## src/rtl/qdb_pkg.sv

```systemverilog
package qdb_pkg;
  localparam logic [31:0] DB_BASE = 32'h0000_1000;

  // Advance a pointer by one, wrapping to 0 past a zero-based size.
  function automatic logic [31:0] wrap_inc(input logic [31:0] v, input logic [31:0] size_zb);
    return (v >= size_zb) ? 32'd0 : v + 32'd1;
  endfunction
endpackage

```

## src/rtl/qdb_addr_dec.sv

```systemverilog
module qdb_addr_dec #(
  parameter int OFFS_W = 16,
  parameter int NQ     = 3
) (
  input  logic              wr_en,
  input  logic [OFFS_W-1:0] wr_offset,
  input  logic [3:0]        stride_sel,
  output logic [NQ-1:0]     sq_sel,
  output logic [NQ-1:0]     cq_sel
);
  import qdb_pkg::*;

  logic              in_region;
  logic [OFFS_W-1:0] rel;
  logic [4:0]        sh;
  logic [OFFS_W-1:0] low_mask;
  logic [OFFS_W-1:0] slot;
  logic              aligned;

  always_comb begin
    in_region = wr_offset >= OFFS_W'(DB_BASE);
    rel       = wr_offset - OFFS_W'(DB_BASE);
    sh        = 5'(stride_sel) + 5'd2;
    low_mask  = (OFFS_W'(1) << sh) - OFFS_W'(1);
    aligned   = (rel & low_mask) == '0;
    slot      = rel >> sh;
  end

  for (genvar q = 0; q < NQ; q++) begin : g_sel
    logic hit;
    assign hit       = wr_en && in_region && aligned && ((slot >> 1) == OFFS_W'(q));
    assign sq_sel[q] = hit && !slot[0];
    assign cq_sel[q] = hit &&  slot[0];
  end
endmodule

```

## src/rtl/qdb_ptr_slot.sv

```systemverilog
module qdb_ptr_slot #(
  parameter int PTR_W    = 16,
  parameter bit PRODUCER = 1'b1
) (
  input  logic             clk,
  input  logic             rst_n,
  input  logic             clr,
  input  logic             wr_hit,
  input  logic [31:0]      wr_data,
  input  logic [PTR_W-1:0] size_zb,
  input  logic [PTR_W-1:0] peer,
  output logic [PTR_W-1:0] ptr,
  output logic             differs,
  output logic             full,
  output logic             bad
);
  import qdb_pkg::*;

  logic             val_ok;
  logic             ptr_en;
  logic [PTR_W-1:0] ptr_nxt;
  logic [PTR_W-1:0] prod;
  logic [PTR_W-1:0] cons;

  always_comb begin
    val_ok  = ((wr_data >> PTR_W) == 32'd0) && (wr_data[PTR_W-1:0] <= size_zb);
    ptr_en  = clr || (wr_hit && val_ok);
    ptr_nxt = clr ? '0 : wr_data[PTR_W-1:0];
    bad     = wr_hit && !val_ok;
  end

  always_ff @(posedge clk or negedge rst_n) begin
    if (!rst_n)      ptr <= '0;
    else if (ptr_en) ptr <= ptr_nxt;
  end

  if (PRODUCER) begin : g_prod
    assign prod = ptr;
    assign cons = peer;
  end else begin : g_cons
    assign prod = peer;
    assign cons = ptr;
  end

  assign differs = ptr != peer;
  assign full    = PTR_W'(wrap_inc(32'(prod), 32'(size_zb))) == cons;
endmodule

```

## src/rtl/qdb_decoder.sv

```systemverilog
module qdb_decoder #(
  parameter int NUM_IO = 2,
  parameter int PTR_W  = 16,
  parameter int OFFS_W = 16,
  localparam int NQ    = NUM_IO + 1,
  localparam int VEC_W = NQ * PTR_W
) (
  input  logic              clk,
  input  logic              rst_n,
  input  logic              ctrl_en,
  input  logic [3:0]        stride_sel,
  input  logic              wr_en,
  input  logic [OFFS_W-1:0] wr_offset,
  input  logic [31:0]       wr_data,
  input  logic [VEC_W-1:0]  sq_size,
  input  logic [VEC_W-1:0]  cq_size,
  input  logic [VEC_W-1:0]  sq_head_in,
  input  logic [VEC_W-1:0]  cq_tail_in,
  output logic [VEC_W-1:0]  sq_tail,
  output logic [VEC_W-1:0]  cq_head,
  output logic [NQ-1:0]     sq_nonempty,
  output logic [NQ-1:0]     sq_full,
  output logic [NQ-1:0]     cq_pending,
  output logic [NQ-1:0]     cq_full,
  output logic              dbell_err
);
  logic [1:0]    rst_q;
  logic          rst_i_n;
  logic [NQ-1:0] sq_sel;
  logic [NQ-1:0] cq_sel;
  logic [NQ-1:0] sq_bad;
  logic [NQ-1:0] cq_bad;
  logic          clr;
  logic          err_nxt;

  // reset synchronizer: asserts at once, releases on the clock
  always_ff @(posedge clk or negedge rst_n) begin
    if (!rst_n) rst_q <= 2'b00;
    else        rst_q <= {rst_q[0], 1'b1};
  end
  assign rst_i_n = rst_q[1];
  assign clr     = !ctrl_en;

  qdb_addr_dec #(.OFFS_W(OFFS_W), .NQ(NQ)) u_dec (
    .wr_en      (wr_en),
    .wr_offset  (wr_offset),
    .stride_sel (stride_sel),
    .sq_sel     (sq_sel),
    .cq_sel     (cq_sel)
  );

  for (genvar q = 0; q < NQ; q++) begin : g_q
    qdb_ptr_slot #(.PTR_W(PTR_W), .PRODUCER(1'b1)) u_sq (
      .clk     (clk),
      .rst_n   (rst_i_n),
      .clr     (clr),
      .wr_hit  (sq_sel[q]),
      .wr_data (wr_data),
      .size_zb (sq_size[q*PTR_W +: PTR_W]),
      .peer    (sq_head_in[q*PTR_W +: PTR_W]),
      .ptr     (sq_tail[q*PTR_W +: PTR_W]),
      .differs (sq_nonempty[q]),
      .full    (sq_full[q]),
      .bad     (sq_bad[q])
    );
    qdb_ptr_slot #(.PTR_W(PTR_W), .PRODUCER(1'b0)) u_cq (
      .clk     (clk),
      .rst_n   (rst_i_n),
      .clr     (clr),
      .wr_hit  (cq_sel[q]),
      .wr_data (wr_data),
      .size_zb (cq_size[q*PTR_W +: PTR_W]),
      .peer    (cq_tail_in[q*PTR_W +: PTR_W]),
      .ptr     (cq_head[q*PTR_W +: PTR_W]),
      .differs (cq_pending[q]),
      .full    (cq_full[q]),
      .bad     (cq_bad[q])
    );
  end

  always_comb begin
    err_nxt = clr ? 1'b0 : (dbell_err || (|sq_bad) || (|cq_bad));
  end

  always_ff @(posedge clk or negedge rst_i_n) begin
    if (!rst_i_n) dbell_err <= 1'b0;
    else          dbell_err <= err_nxt;
  end
endmodule

```

## config.mk

```make
export PLATFORM = sky130hd
export DESIGN_NAME = qdb_decoder
export DESIGN_NICKNAME = d
export VERILOG_FILES = /design/src/rtl/qdb_pkg.sv /design/src/rtl/qdb_addr_dec.sv /design/src/rtl/qdb_ptr_slot.sv /design/src/rtl/qdb_decoder.sv
export SDC_FILE = /design/constraint.sdc
export NUM_CORES = 1
export LEC_CHECK = 0
export BUFFER_PORTS_ARGS = -buffer_cell sky130_fd_sc_hd__buf_2
export CAP_MARGIN = 10
export CORE_UTILIZATION = 40
export CTS_CLUSTER_DIAMETER = 30
export DETAILED_ROUTE_END_ITERATION = 10
export SETUP_SLACK_MARGIN = 0.15
export SLEW_MARGIN = 20
export SYNTH_ARGS = -nofsm -noshare
export SYNTH_HDL_FRONTEND = slang
export SYNTH_SLANG_ARGS = --single-unit
```

## constraint.sdc

```tcl
create_clock -name clk -period 6.69 [get_ports clk]
set_input_delay 1.6725 -clock clk [delete_from_list [all_inputs] [get_ports clk]]
set_output_delay 1.6725 -clock clk [all_outputs]
set_load 0.01 [all_outputs]
```

==> metrics.cfg <==
[synth]
synth_fa_ha_area_share_pct = 16.92
synth.area.mux_share_pct = 7.891
synth_xor_area_share_pct = 12.84
synth_ff_type = dfrtp_1
synth.distinct_cells = 75
synthSimpleGateAreaFrac_pct = 23.40
syn-cell-area_um2 = 14940
seq_area_frac_synth_pct = 16.59
synth-compound-area-share_pct = 16.21
yosys_warnings = 0
ys_seq_elements = 99
syn-instance-count = 1831
synth_async_sr_flop_share_pct = 100.0
synth_edf_count = 0
avgSynthCellArea_um2 = 8.158
syn_nets = 2281
synth_top_family_by_area = simple AND/OR/NAND/NOR gates

[placed_design]
gp_congestion = 0.9279
dpl.hpwl_um = 39230
place_ws_ns = 0.2230
port_buffers = 356

[route]
wirelength_um = 50580
viasPerCell = 5.745
drt-pass1-iter-count = 6
vias = 14980
post_drt_wl_per_cell_um = 19.40
drt_iter0_drc = 862
ant_nets = 0
drc = 0

[floorplan]
io_pins = 357
initial_core_util_pct = 40.70
die_y_um = 195.2
dieArea_um2 = 38120
num_rows = 70
coreArea_um2 = 36700
die_w_um = 195.2

[sta]
hold_viol_final = 0
fin_crit_sh_pct = 92.61
finalCriticalPeriod_ns = 6.196
grt_setup_unrepaired = no
slew_headroom_pct = 44.26
setup_violations = 0
worst_pin_slew_ns = 0.8360
slew_viol_final = 0
fin_skew_ns = 0.01300
fmax_mhz = 161.4
setup-tns-final_ns = 0
setup_slack_ns = 0.4944

[worst_hold_path]
min-delay-path-class = reg -> reg
worstHoldPathCells = 0
hold_start = rst_q[0]
hold_end = rst_q[1]

[worst_setup_path]
critPathCaptureType = primary output
reg2reg_slack_ns = 5.19
r2r_cells = 1
cp.arrival_ns = 4.52
path_class = in -> out
rr_endpoint = g_q[0].u_sq.ptr[7]
timing.rr.start = rst_q[1]
cp_max_fo = 7
worstSetupStartpointType = input pin
worstPathRequired_ns = 5.02

[clocking]
holdBufCountCts = 0
clock-root-buffer = clkbuf_16
insertion_delay_ns = 0.35
cts_tree = done
cts_sinks = 99
clk_pin_slew_ns = 0.08
cts_buffer_depth = 2
htree_num_levels = 3
numCtsBuffers = 9

[global_routing]
grt_max_degree = 98
antenna_found_initial = 2
grt_first_pass_wirelength_um = 78670
grt_pass1_vias = 14330
grt.total_usage_pct = 26.01
overflow = 0

[power_and_ir_drop]
p_sw_mw = 0.6304
p_int_mw = 1.162
swShare_pct = 35.18
ir_drop_mv = 0.1137
combPwrFrac_pct = 34.8
leakage_nw = 9.021
seqPwrFrac_pct = 33.8
p_clk_share_pct = 31.5
powerDensity_nw_per_um2 = 103.4
total_power_mw = 1.792

[final_layout]
layout.nets = 2582
layout_common_cells = buf_2 (356), ha_1 (202), xor2_1 (139)
final_common_cell = buf_2
drive_above_1_share_pct = 19.28
area_delta_synth_final_pct = 16.03

[job]
drv_cap = 0

[status]
status = complete, no violations

-- power groups by stage --
| stage | Combinational [mW] | Clock, mW | Sequential [mW] |
|---|---|---|---|
| 2_1_floorplan | 0.361 | 0 | 0.619 |
| 3_3_place_gp | 0.601 | 0 | 0.618 |
| 3_5_place_dp | 0.615 | 0 | 0.618 |
| 4_1_cts | 0.618 | 0.581 | 0.606 |
| 5_1_grt | 0.695 | 0.606 | 0.607 |
| 6_report | 0.623 | 0.564 | 0.605 |
-- stage by stage --
step	instance area [um2]	hold WS, ns	util, %	instances
2_1_floorplan	14940	0.3312	-	1831
3_3_place_gp	16990	0.3405	46.30	2589
3_5_place_dp	16990	0.3502	46.30	2589
4_1_cts	17310	0.3681	47.17	2605
5_1_grt	17330	0.3796	47.22	2606
6_report	17330	0.3626	47.23	2607
-- Yosys cell counts (all sizes together) (5+ instances only) --
master / instances / area (um2)
nor4b: 21 / 183.9
nor4: 40 / 271.5
nor3b: 13 / 102.6
buf: 35 / 255.2
and3: 25 / 156.4
ha: 202 / 2527
nor4bb: 5 / 50.05
nand4: 57 / 356.6
o21a: 5 / 37.54
o31ai: 11 / 82.58
xnor2: 80 / 700.7
mux4: 6 / 135.1
dfrtp: 99 / 2477
a21boi: 5 / 37.54
a311oi: 6 / 52.55
and2: 12 / 75.07
nand2: 108 / 405.4
nor2b: 113 / 706.9
a2111oi: 6 / 52.55
o21ai: 62 / 310.3
nand2b: 23 / 151.4
inv: 130 / 488.0
xor2: 139 / 1217
o211ai: 11 / 82.58
a21oi: 87 / 435.4
o32ai: 23 / 201.4
a211oi: 27 / 202.7
nand3b: 13 / 97.59
a21o: 24 / 180.2
nor3: 39 / 195.2
clkbuf: 46 / 172.7
mux2i: 102 / 1021
nand3: 46 / 230.2
a211o: 12 / 105.1
o22ai: 9 / 56.30
a32oi: 5 / 43.79
a31oi: 34 / 212.7
and4: 10 / 87.58
nor2: 88 / 330.3
or3: 5 / 36.28
-- area by class of cell --
class	count	area, um2
clock buffer	10	239.0
clock inverter	6	80.08
timing repair buffer	371	1894
inverter	130	488.0
antenna	2	5.005
multi-input combinational	1521	11560
tap	468	585.6
fill	3674	19370
sequential	99	2481
-- flip-flops by register name (all words and copies together) (netlist names) --
name	cells
dbell_err	1
g_q.u_cq.ptr	48
g_q.u_sq.ptr	48
rst_q	2
-- critical path, stage by stage --
cell,delay [ns]
buf_2,0.17
ha_1,0.32
nand2_1,0.11
nor3_1,0.55
mux2i_1,0.20
mux2i_1,0.17
a32oi_1,0.09
or4_1,0.46
a211o_1,0.32
nor4_1,0.27
buf_2,0.20
-- metal layers --
layer	GRT usage, %	wire, um
met1	34.52	22810
met3	2.694	2398
met5	0	0
met2	44.17	24130
met4	8.107	1239
-- what timing repair did --
item                       in CTS  in global routing
setup endpoints to repair       0                  2
buffers inserted                0                  0
resized for setup               0                  2
-- cell families after synthesis --
logic type / count (synthesis)
other: 1
xor gates and xnor gates: 219
DFF: 99
buffers and inverters: 211
adders and majority gates: 202
AOI/OAI and AO/OA: 364
muxes: 110
and+or+nand+nor: 625
-- worst max-delay path by stage --
stage,from,to,cells after the start
6_report,cq_tail_in[32],cq_full[2],11
5_1_grt,cq_tail_in[30],cq_full[1],12
4_1_cts,cq_tail_in[21],cq_full[1],12
3_3_place_gp,cq_tail_in[29],cq_full[1],12
2_1_floorplan,sq_size[0],sq_full[0],12
3_5_place_dp,cq_tail_in[29],cq_full[1],12
Note: power is estimated with default switching activity, not from simulation.
